[src/rtl/tw_xfer_pkg.sv]
package tw_xfer_pkg;
  typedef enum logic [1:0] {
    OP_WR   = 2'd0,
    OP_RD   = 2'd1,
    OP_STOP = 2'd2
  } tw_op_e;

  typedef enum logic [3:0] {
    S_IDLE, S_ADDR, S_REG, S_GAP, S_DEVR, S_RDATA, S_PUSH, S_FETCH,
    S_WDATA, S_WSTOP, S_POLL, S_PSTOP, S_DISC, S_DSTOP, S_ABORT, S_FSTOP
  } tw_state_e;
endpackage

[src/rtl/tw_limit_counter.sv]
module tw_limit_counter #(
  parameter int W = 4
) (
  input  logic         clk,
  input  logic         rst_n,
  input  logic         clr,
  input  logic         inc,
  output logic [W-1:0] cnt
);
  always_ff @(posedge clk or negedge rst_n) begin
    if (!rst_n)   cnt <= '0;
    else if (clr) cnt <= '0;
    else if (inc) cnt <= cnt + 1'b1;
  end
endmodule

[src/rtl/tw_gap_timer.sv]
module tw_gap_timer #(
  parameter int CYC = 16
) (
  input  logic clk,
  input  logic rst_n,
  input  logic load,
  output logic expired
);
  localparam int CW = $clog2(CYC + 1);
  logic [CW-1:0] cnt;

  always_ff @(posedge clk or negedge rst_n) begin
    if (!rst_n)          cnt <= '0;
    else if (load)       cnt <= CW'(CYC);
    else if (cnt != '0)  cnt <= cnt - 1'b1;
  end

  assign expired = (cnt == '0);
endmodule

[src/rtl/tw_cmd_decode.sv]
module tw_cmd_decode
  import tw_xfer_pkg::*;
(
  input  tw_state_e   state,
  input  logic        legacy,
  input  logic        rd_mode,
  input  logic        last_byte,
  input  logic [7:0]  dev,
  input  logic [7:0]  cur_off,
  input  logic [7:0]  wbyte,
  output logic        req,
  output tw_op_e      op,
  output logic        start_cond,
  output logic        nack,
  output logic [7:0]  wdata
);
  always_comb begin
    req        = 1'b0;
    op         = OP_STOP;
    start_cond = 1'b0;
    nack       = 1'b0;
    wdata      = 8'h00;
    unique case (state)
      S_ADDR: begin
        req = 1'b1; op = OP_WR; start_cond = 1'b1;
        wdata = legacy ? {cur_off[6:0], rd_mode} : {dev[7:1], 1'b0};
      end
      S_REG: begin
        req = 1'b1; op = OP_WR; wdata = cur_off;
      end
      S_DEVR, S_POLL: begin
        req = 1'b1; op = OP_WR; start_cond = 1'b1; wdata = {dev[7:1], 1'b1};
      end
      S_RDATA: begin
        req = 1'b1; op = OP_RD; nack = last_byte;
      end
      S_DISC: begin
        req = 1'b1; op = OP_RD; nack = 1'b1;
      end
      S_WDATA: begin
        req = 1'b1; op = OP_WR; wdata = wbyte;
      end
      S_WSTOP, S_PSTOP, S_DSTOP, S_ABORT, S_FSTOP: begin
        req = 1'b1; op = OP_STOP;
      end
      default: ;
    endcase
  end
endmodule

[src/rtl/tw_block_xfer.sv]
module tw_block_xfer
  import tw_xfer_pkg::*;
#(
  parameter int LEN_W      = 8,
  parameter int CHUNK      = 4,
  parameter int POLL_MAX   = 100,
  parameter int GAP_CYCLES = 16
) (
  input  logic             clk,
  input  logic             rst_n,
  input  logic             start,
  input  logic             legacy,
  input  logic             rd,
  input  logic [7:0]       dev_addr,
  input  logic [7:0]       offset,
  input  logic [LEN_W-1:0] length,
  output logic             busy,
  output logic             done,
  output logic             error,
  input  logic             wr_valid,
  output logic             wr_ready,
  input  logic [7:0]       wr_data,
  output logic             rd_valid,
  input  logic             rd_ready,
  output logic [7:0]       rd_data,
  output logic             eng_req,
  output logic [1:0]       eng_op,
  output logic             eng_start,
  output logic             eng_nack,
  input  logic             eng_done,
  input  logic             eng_ack,
  output logic [7:0]       eng_wdata,
  input  logic [7:0]       eng_rdata
);
  localparam int CW = $clog2(CHUNK + 1);
  localparam int PW = $clog2(POLL_MAX + 1);

  tw_state_e        state;
  logic             legacy_q, rd_mode;
  logic [7:0]       dev_q, cur_off, wbyte, rbyte;
  logic [LEN_W-1:0] remaining;
  logic [CW-1:0]    chunk_cnt;
  logic [PW-1:0]    poll_cnt;
  logic             chunk_clr, chunk_inc, poll_clr, poll_inc, gap_load, gap_expired;
  logic             last_byte, chunk_end;
  tw_op_e           op_e;

  assign last_byte = (remaining == LEN_W'(1));
  assign chunk_end = (chunk_cnt == CW'(CHUNK - 1)) || last_byte;

  always_comb begin
    chunk_clr = (state == S_IDLE) || (state == S_DSTOP && eng_done);
    chunk_inc = (state == S_WDATA) && eng_done && eng_ack;
    poll_clr  = (state == S_WSTOP) && eng_done;
    poll_inc  = (state == S_POLL) && eng_done && !eng_ack;
    gap_load  = (state == S_REG) && eng_done && eng_ack && rd_mode;
  end

  tw_limit_counter #(.W(CW)) u_chunk (
    .clk(clk), .rst_n(rst_n), .clr(chunk_clr), .inc(chunk_inc), .cnt(chunk_cnt)
  );

  tw_limit_counter #(.W(PW)) u_poll (
    .clk(clk), .rst_n(rst_n), .clr(poll_clr), .inc(poll_inc), .cnt(poll_cnt)
  );

  tw_gap_timer #(.CYC(GAP_CYCLES)) u_gap (
    .clk(clk), .rst_n(rst_n), .load(gap_load), .expired(gap_expired)
  );

  tw_cmd_decode u_dec (
    .state(state), .legacy(legacy_q), .rd_mode(rd_mode), .last_byte(last_byte),
    .dev(dev_q), .cur_off(cur_off), .wbyte(wbyte),
    .req(eng_req), .op(op_e), .start_cond(eng_start), .nack(eng_nack),
    .wdata(eng_wdata)
  );
  assign eng_op = op_e;

  always_ff @(posedge clk or negedge rst_n) begin
    if (!rst_n) begin
      state     <= S_IDLE;
      done      <= 1'b0;
      error     <= 1'b0;
      legacy_q  <= 1'b0;
      rd_mode   <= 1'b0;
      dev_q     <= '0;
      cur_off   <= '0;
      remaining <= '0;
      wbyte     <= '0;
      rbyte     <= '0;
    end else begin
      done <= 1'b0;
      unique case (state)
        S_IDLE: if (start) begin
          legacy_q  <= legacy;
          rd_mode   <= rd;
          dev_q     <= dev_addr;
          cur_off   <= offset;
          remaining <= length;
          error     <= 1'b0;
          if (length == '0) done  <= 1'b1;
          else              state <= S_ADDR;
        end
        S_ADDR: if (eng_done) begin
          if (!eng_ack)      state <= S_ABORT;
          else if (legacy_q) state <= rd_mode ? S_RDATA : S_FETCH;
          else               state <= S_REG;
        end
        S_REG: if (eng_done) begin
          if (!eng_ack) state <= S_ABORT;
          else          state <= rd_mode ? S_GAP : S_FETCH;
        end
        S_GAP: if (gap_expired) state <= S_DEVR;
        S_DEVR: if (eng_done) state <= eng_ack ? S_RDATA : S_ABORT;
        S_RDATA: if (eng_done) begin
          rbyte <= eng_rdata;
          state <= S_PUSH;
        end
        S_PUSH: if (rd_ready) begin
          remaining <= remaining - 1'b1;
          state     <= last_byte ? S_FSTOP : S_RDATA;
        end
        S_FETCH: if (wr_valid) begin
          wbyte <= wr_data;
          state <= S_WDATA;
        end
        S_WDATA: if (eng_done) begin
          if (!eng_ack) state <= S_ABORT;
          else begin
            remaining <= remaining - 1'b1;
            cur_off   <= cur_off + 1'b1;
            state     <= chunk_end ? S_WSTOP : S_FETCH;
          end
        end
        S_WSTOP: if (eng_done) state <= S_POLL;
        S_POLL:  if (eng_done) state <= eng_ack ? S_DISC : S_PSTOP;
        S_PSTOP: if (eng_done) begin
          if (poll_cnt == PW'(POLL_MAX)) begin
            state <= S_IDLE; done <= 1'b1; error <= 1'b1;
          end else state <= S_POLL;
        end
        S_DISC: if (eng_done) state <= S_DSTOP;
        S_DSTOP: if (eng_done) begin
          if (remaining == '0) begin
            state <= S_IDLE; done <= 1'b1;
          end else state <= S_ADDR;
        end
        S_ABORT: if (eng_done) begin
          state <= S_IDLE; done <= 1'b1; error <= 1'b1;
        end
        S_FSTOP: if (eng_done) begin
          state <= S_IDLE; done <= 1'b1;
        end
        default: state <= S_IDLE;
      endcase
    end
  end

  assign busy     = (state != S_IDLE);
  assign wr_ready = (state == S_FETCH);
  assign rd_valid = (state == S_PUSH);
  assign rd_data  = rbyte;

  AST_CMD_HELD: assert property (@(posedge clk) disable iff (!rst_n)
    eng_req && !eng_done |=> eng_req && $stable(eng_op) && $stable(eng_wdata)
                              && $stable(eng_start) && $stable(eng_nack));
  AST_RD_HOLD: assert property (@(posedge clk) disable iff (!rst_n)
    rd_valid && !rd_ready |=> rd_valid && $stable(rd_data));
  AST_WR_ONE_BYTE: assert property (@(posedge clk) disable iff (!rst_n)
    wr_valid && wr_ready |=> !wr_ready);
  AST_POLL_BOUND: assert property (@(posedge clk) disable iff (!rst_n)
    poll_cnt <= PW'(POLL_MAX));
  AST_ZERO_LEN: assert property (@(posedge clk) disable iff (!rst_n)
    start && !busy && length == '0 |=> done && !error && !busy && !eng_req);
  AST_DONE_IDLE: assert property (@(posedge clk) disable iff (!rst_n)
    done |-> !busy && !eng_req);
  AST_ERR_WITH_DONE: assert property (@(posedge clk) disable iff (!rst_n)
    $rose(error) |-> done);
endmodule

[config.mk]
export PLATFORM = sky130hd
export DESIGN_NAME = tw_block_xfer
export DESIGN_NICKNAME = d
export VERILOG_FILES = /design/src/rtl/tw_xfer_pkg.sv /design/src/rtl/tw_limit_counter.sv /design/src/rtl/tw_gap_timer.sv /design/src/rtl/tw_cmd_decode.sv /design/src/rtl/tw_block_xfer.sv
export SDC_FILE = /design/constraint.sdc
export NUM_CORES = 1
export LEC_CHECK = 0
export BUFFER_PORTS_ARGS = -buffer_cell sky130_fd_sc_hd__clkbuf_2
export CORE_MARGIN = 1.5
export CORE_UTILIZATION = 60
export DETAILED_ROUTE_END_ITERATION = 8
export PLACE_DENSITY = 0.93
export SETUP_SLACK_MARGIN = 0.3
export SYNTH_ARGS = -nofsm -noshare
export SYNTH_HDL_FRONTEND = slang
export SYNTH_SLANG_ARGS = --single-unit
[constraint.sdc]
create_clock -name clk -period 3.3 [get_ports clk]
set_input_delay 0.495 -clock clk [delete_from_list [all_inputs] [get_ports clk]]
set_output_delay 0.495 -clock clk [all_outputs]
set_load 0.02 [all_outputs]
==> metrics, run 1 <==
status=finished, final reports clean; routability cong.=0.981; number of synthesized flops with an enable pin=0; Critical Path RT=2800 ps; Top Layer Used=met4; top-count cell post-synth=dfrtp_1; CP arrival=2390 ps; post-place setup slack=796 ps; 1st-iter DRT viols=340; post-synthesis register bit count=62; overall power=about 4300 uW; post_cts resized=0; Post-synth top cells=dfrtp_1, nor2_1, nand2_1; Nets=541; post-CTS setup buffer count=0; Slew Limit Fails=0; metal3 WL=approximately 490 um; final instance area=0.00438 mm2; final hold violations=0; Reg2Reg Depth=5; ratio of cells with drive above 1 in the final layout=26.1%; clock skew=10.7 ps; H-tree depth=3; max-slew headroom at the worst pin=~48%; total core area=0.00599 mm2; CP Class=flop to output pin; syn avg cell area=9.08 um2; CTS Sinks=62; RSZ-0062 raised after global routing=false; Metal-1 WL=just over 4000 um; Starting Density=62.8%; Max Fanout on Critical Path=19; post-synth top area share=a little over 40%; Synth Flop Type=dfrtp_1; GRT Total Usage=29.2%; hold crit path type=input port to asynchronous set/reset pin; largest net degree at the start of global routing=63; pwr dens=976 mW/mm2; Max Cap Viol=0; Critical Path Sink Type=output pin; die area=0.00675 mm2; Slowest cell on crit path=dfrtp_1; hpwl dp=between 6000 and 7000 um; Synth area leader=dfrtp_1; slack of the critical path=411 ps; Syn Std Cell Area=0.00376 mm2; Post-synth ARST share=100%; post-layout min period=2890 ps; Clock transition at path regs=80 ps; Syn Nets=roughly 470; Die Ht=82.2 um; Max VDD drop=0.000703 V; post-synthesis sequential area ratio=41.3%; Hold Buf Count CTS=0; DRC Markers=0; port bufs=73; placed cell area=roughly 0.0042 mm2; Max Freq=346 MHz; CP max stage delay=700 ps; Fin Setup TNS=0 ps; Leak=0.00200 uW; post-route ant nets=0; ANT cells=0; initial antenna violation count=0; Max Root-Sink Buffers=2; CTS root buffer=clkbuf_8; vias per cell=about 6.3; DR WL/cell=about 17 um; CTS buffer count=9; clock latency on the worst-skew pair=about 350 ps; top cells by area, synth=dfrtp_1, mux2_2, nor2_1; Ports=75; Tcrit/Tclk final=around 88%; DRT Pass-1 Iters=5; Die W=about 82 um; startpoint types=flop; FP Rows=28; Vias=3,536; Overflow after GRT=0; Distinct cells, synth=62; Syn. warnings=0; number of global-route vias before repair=between 3,000 and 4,000; CP cell instances=nor2_1 > and2_1 > a222oi_1 > o21ai_0 > clkbuf_2; CTS tree=built; first-pass GRT wire length=between 10,000 and 15,000 um; Met2 Wirelength=4620 um; Finish-stage setup viols=0; Area Growth Syn to Fin=16.3%; wirelength, routed=between 9000 and 10,000 um; Slew @ Worst Pin=roughly 780 ps; Synth Instances=414
## sequential cells by signal, indices dropped and copies added, names as in the netlist, 3 cells and up
register     count
rd_data          8
dev_q            7
remaining        8
u_chunk.cnt      3
u_gap.cnt        5
state            4
u_poll.cnt       7
cur_off          8
wbyte            8
## worst paths after layout
path                                         from                        to  slack, ps
max                          state[3]$_DFFE_PN0P_              eng_wdata[6]        410
min reg2reg                rd_data[6]$_DFFE_PN0P_    rd_data[6]$_DFFE_PN0P_        510
min                                         rst_n  remaining[5]$_DFFE_PN0P_        290
min in group clk                      dev_addr[2]      dev_q[2]$_DFFE_PN0P_        370
max reg2reg                  state[3]$_DFFE_PN0P_  remaining[0]$_DFFE_PN0P_        720
max in group asynchronous                   rst_n      state[1]$_DFFE_PN0P_       2470
## kinds of logic after synthesis
logic type      synth area share [%]
simple gates                    21.2
compound gates                  18.3
flops                           41.3
buf+inv                         4.82
mux                             9.45
fa+ha+maj                       3.59
xor+xnor                        1.40
## per-layer routing
layer	track usage (%)	vias up
met5	0	-
met4	14.2	0
met3	5.16	33
met2	46.9	141
met1	38.2	1709
li1	-	1653
## metrics by stage
| step | hold slack (ps) | cells | util (%) |
|---|---|---|---|
| 6_report | 292 | 562 | 73.0 |
| 4_1_cts | 343 | 562 | 73.0 |
| 3_5_place_dp | 498 | 546 | 69.6 |
| 5_1_grt | 366 | 562 | 73.0 |
| 3_3_place_gp | 488 | 546 | 69.6 |
| 2_1_floorplan | 199 | 414 | - |
## placed cells by master, fill, tap and decap left out, drive strengths merged, types with 3 or more instances in the layout
| cell | n |
|---|---|
| mux2i | 4 |
| a222oi | 7 |
| xnor2 | 4 |
| nor2b | 8 |
| nor3b | 3 |
| a31oi | 8 |
| nand2 | 29 |
| buf | 8 |
| nand4 | 5 |
| o21ai | 34 |
| o22a | 4 |
| inv | 22 |
| and3 | 8 |
| a211oi | 4 |
| nor2 | 42 |
| nor4 | 6 |
| nor3 | 15 |
| nand3 | 12 |
| or4b | 3 |
| clkbuf | 82 |
| dfrtp | 62 |
| mux2 | 28 |
| nand2b | 9 |
| ha | 10 |
| a21oi | 28 |
## worst max-delay path, delay by kind of cell (launching register included)
family | cells | cell delay (ps)
buf+inv | 1 | 200
flops | 1 | 700
compound gates | 2 | 610
simple gates | 2 | 520
## layout make-up
| class | instances | area (um2) |
|---|---|---|
| timing repair buffer | 81 | 425 |
| fill | 413 | 1620 |
| clock inverter | 7 | 81.3 |
| inverter | 19 | 71.3 |
| tap | 75 | 93.8 |
| sequential | 62 | 1550 |
| multi-input combinational | 309 | 2030 |
| clock buffer | 9 | 124 |
## power breakdown
group	total (uW)	internal, uW	switching (uW)
Sequential	1480	1090	387
Clock	698	359	339
Combinational	2090	867	1220
(Power assumes the default switching activity.)
==> run 2, diff against run 1 <==
--- a/config.mk
+++ b/config.mk
@@ -6,10 +6,12 @@
 export NUM_CORES = 1
 export LEC_CHECK = 0
 export BUFFER_PORTS_ARGS = -buffer_cell sky130_fd_sc_hd__clkbuf_2
+export CELL_PAD_IN_SITES_DETAIL_PLACEMENT = 2
+export CELL_PAD_IN_SITES_GLOBAL_PLACEMENT = 2
 export CORE_MARGIN = 1.5
-export CORE_UTILIZATION = 60
+export CORE_UTILIZATION = 36
 export DETAILED_ROUTE_END_ITERATION = 8
-export PLACE_DENSITY = 0.93
+export PLACE_DENSITY = 0.92
 export SETUP_SLACK_MARGIN = 0.3
 export SYNTH_ARGS = -nofsm -noshare
 export SYNTH_HDL_FRONTEND = slang
==> run 2 against run 1 <==
Effect of this change:
- first-iteration DRC count is 50% lower
- cell count is 11% higher
- final area is 1.7% higher
- sequential power is 5% higher
- non-clock buffer count is 3 higher
- critical path type unchanged
- worst hold slack worse by 240 ps
- largest cell class unchanged
- largest power group unchanged
- worst setup slack better by 48 ps
- total power is 2.0% higher
- clock power is 14% lower
- die area is 64% higher
==> metrics, run 2 (synthesis gave the netlist of run 1 again) <==
Die W=105 um; Tcrit/Tclk final=86.1%; Critical Path RT=2800 ps; Clock transition at path regs=80 ps; hpwl dp=9790 um; post-CTS setup buffer count=0; most frequent cells in the layout=clkbuf_2, dfrtp_1, nor2_1; ratio of cells with drive above 1 in the final layout=between 20% and 30%; Critical Path Sink Type=output pin; wirelength, routed=13,200 um; total core area=0.0102 mm2; Ports=75; initial antenna violation count=0; DRC Markers=0; ANT cells=0; Slew Limit Fails=0; Max Cap Viol=0; slack of the critical path=459 ps; Area Growth Syn to Fin=18.3%; Fin Setup TNS=0 ps; CTS root buffer=clkbuf_8; CTS buffer count=9; CP max stage delay=between 600 and 700 ps; startpoint types=flop; final instance area=0.00445 mm2; Finish-stage setup viols=0; port bufs=73; Max Fanout on Critical Path=14; CP Class=flop to output pin; final hold violations=0; CTS Sinks=62; Starting Density=36.8%; CP arrival=2350 ps; kind of cell adding the most delay to the critical path=flip-flops; CTS tree=built; RSZ-0062 raised after global routing=false; worst reg2reg setup slack=approximately 770 ps; placed cell area=roughly 0.0043 mm2; Leak=0.00200 uW; Hold Buf Count CTS=0; status=finished, final reports clean; DR WL/cell=21.1 um; vias per cell=5.77; Max VDD drop=between 0.0004 and 0.0005 V; fin cells=626; Crit. Startpoint=state[1]$_DFFE_PN0P_; clock latency on the worst-skew pair=360 ps; FP Rows=37; DP Cell Count=610; Vias=3,609; CP cell instances=nor2b_1 > and3_1 > a222oi_1 > o21ai_0 > clkbuf_2; number of global-route vias before repair=4,111; max-slew headroom at the worst pin=49.0%; FILL cells=1,125; routability cong.=around 0.88; Max Freq=352 MHz; GRT Total Usage=25.2%; clock skew=13.5 ps; post-place setup slack=623 ps; post-route ant nets=0; Max Root-Sink Buffers=2; Nets=544; Overflow after GRT=0; pwr dens=979 mW/mm2; RR Startpoint=state[1]$_DFFE_PN0P_; post-layout min period=2840 ps; commonest non-fill, non-tap cell in the layout=clkbuf_2; Slew @ Worst Pin=762 ps; Slowest cell on crit path=dfrtp_1; post-layout util=43.5%; first-pass GRT wire length=21,800 um; 1st-iter DRT viols=169; H-tree depth=3; largest net degree at the start of global routing=32; die area=0.0111 mm2; hold crit path type=input port to asynchronous set/reset pin; Die Ht=105 um; DRT Pass-1 Iters=5; worst path bufs/invs=1; post_cts resized=3
## run 2: cell count changes in the layout (fill, tap and decap cells not counted), moves of 2 or more
cell	previous run	this run
clkinv_2	0	3
clkinv_4	2	0
clkbuf_1	0	2
dfrtp_2	0	3
dfrtp_1	62	59
buf_4	8	11
inv_6	3	0
## run 2: layer usage
layer	GRT usage (%)	part of all wire (%)	vias to the layer above
met3	4.08	3.6	25
met5	0	0	-
met1	29.3	42	1849
met2	45.8	52	84
met4	10.8	2.3	0
li1	-	-	1651
## run 2: final cells by class
type | count | area, um2 | area share, %
repair buffers | 84 | 448 | 10.1
inverters | 19 | 71.3 | 1.60
clock buffers | 12 | 145 | 3.26
flip-flops and latches | 62 | 1560 | 35.0
well taps | 136 | 170 | 3.82
clock inverters | 4 | 22.5 | 0.506
multi-input cells | 309 | 2040 | 45.8
## run 2: worst register-to-register path, stage by stage (launching register included)
cell and delay [ps]:
dfrtp_1 560, buf_4 260, and4bb_4 220, nor2b_1 140
or4_1 820, o21ai_1 290, o21ai_1 100
## run 2: report_power, final
part	internal [uW]	switching, uW	total, uW
logic	879	1330	2210
clock network	289	313	603
registers	1100	447	1550
total	2270	2090	4360
## run 2: worst paths after layout
kind / to / cells after the start
max in group asynchronous: wbyte[2]$_DFFE_PN0P_ / 2
worst min-delay path: cur_off[5]$_DFFE_PN0P_ / 1
worst max register to register: remaining[6]$_DFFE_PN0P_ / 6
min in group clk: rd_mode$_DFFE_PN0P_ / 2
worst min register to register: dev_q[6]$_DFFE_PN0P_ / 1
worst max-delay path: eng_wdata[2] / 5
## run 2: through the flow
stage | hold slack, ps | power, uW
finish | 54.5 | 4360
global route | 80.9 | 4680
CTS | 59.0 | 4380
detailed placement | 444 | 3730
global placement | 439 | 3510
floorplan | 199 | 2950
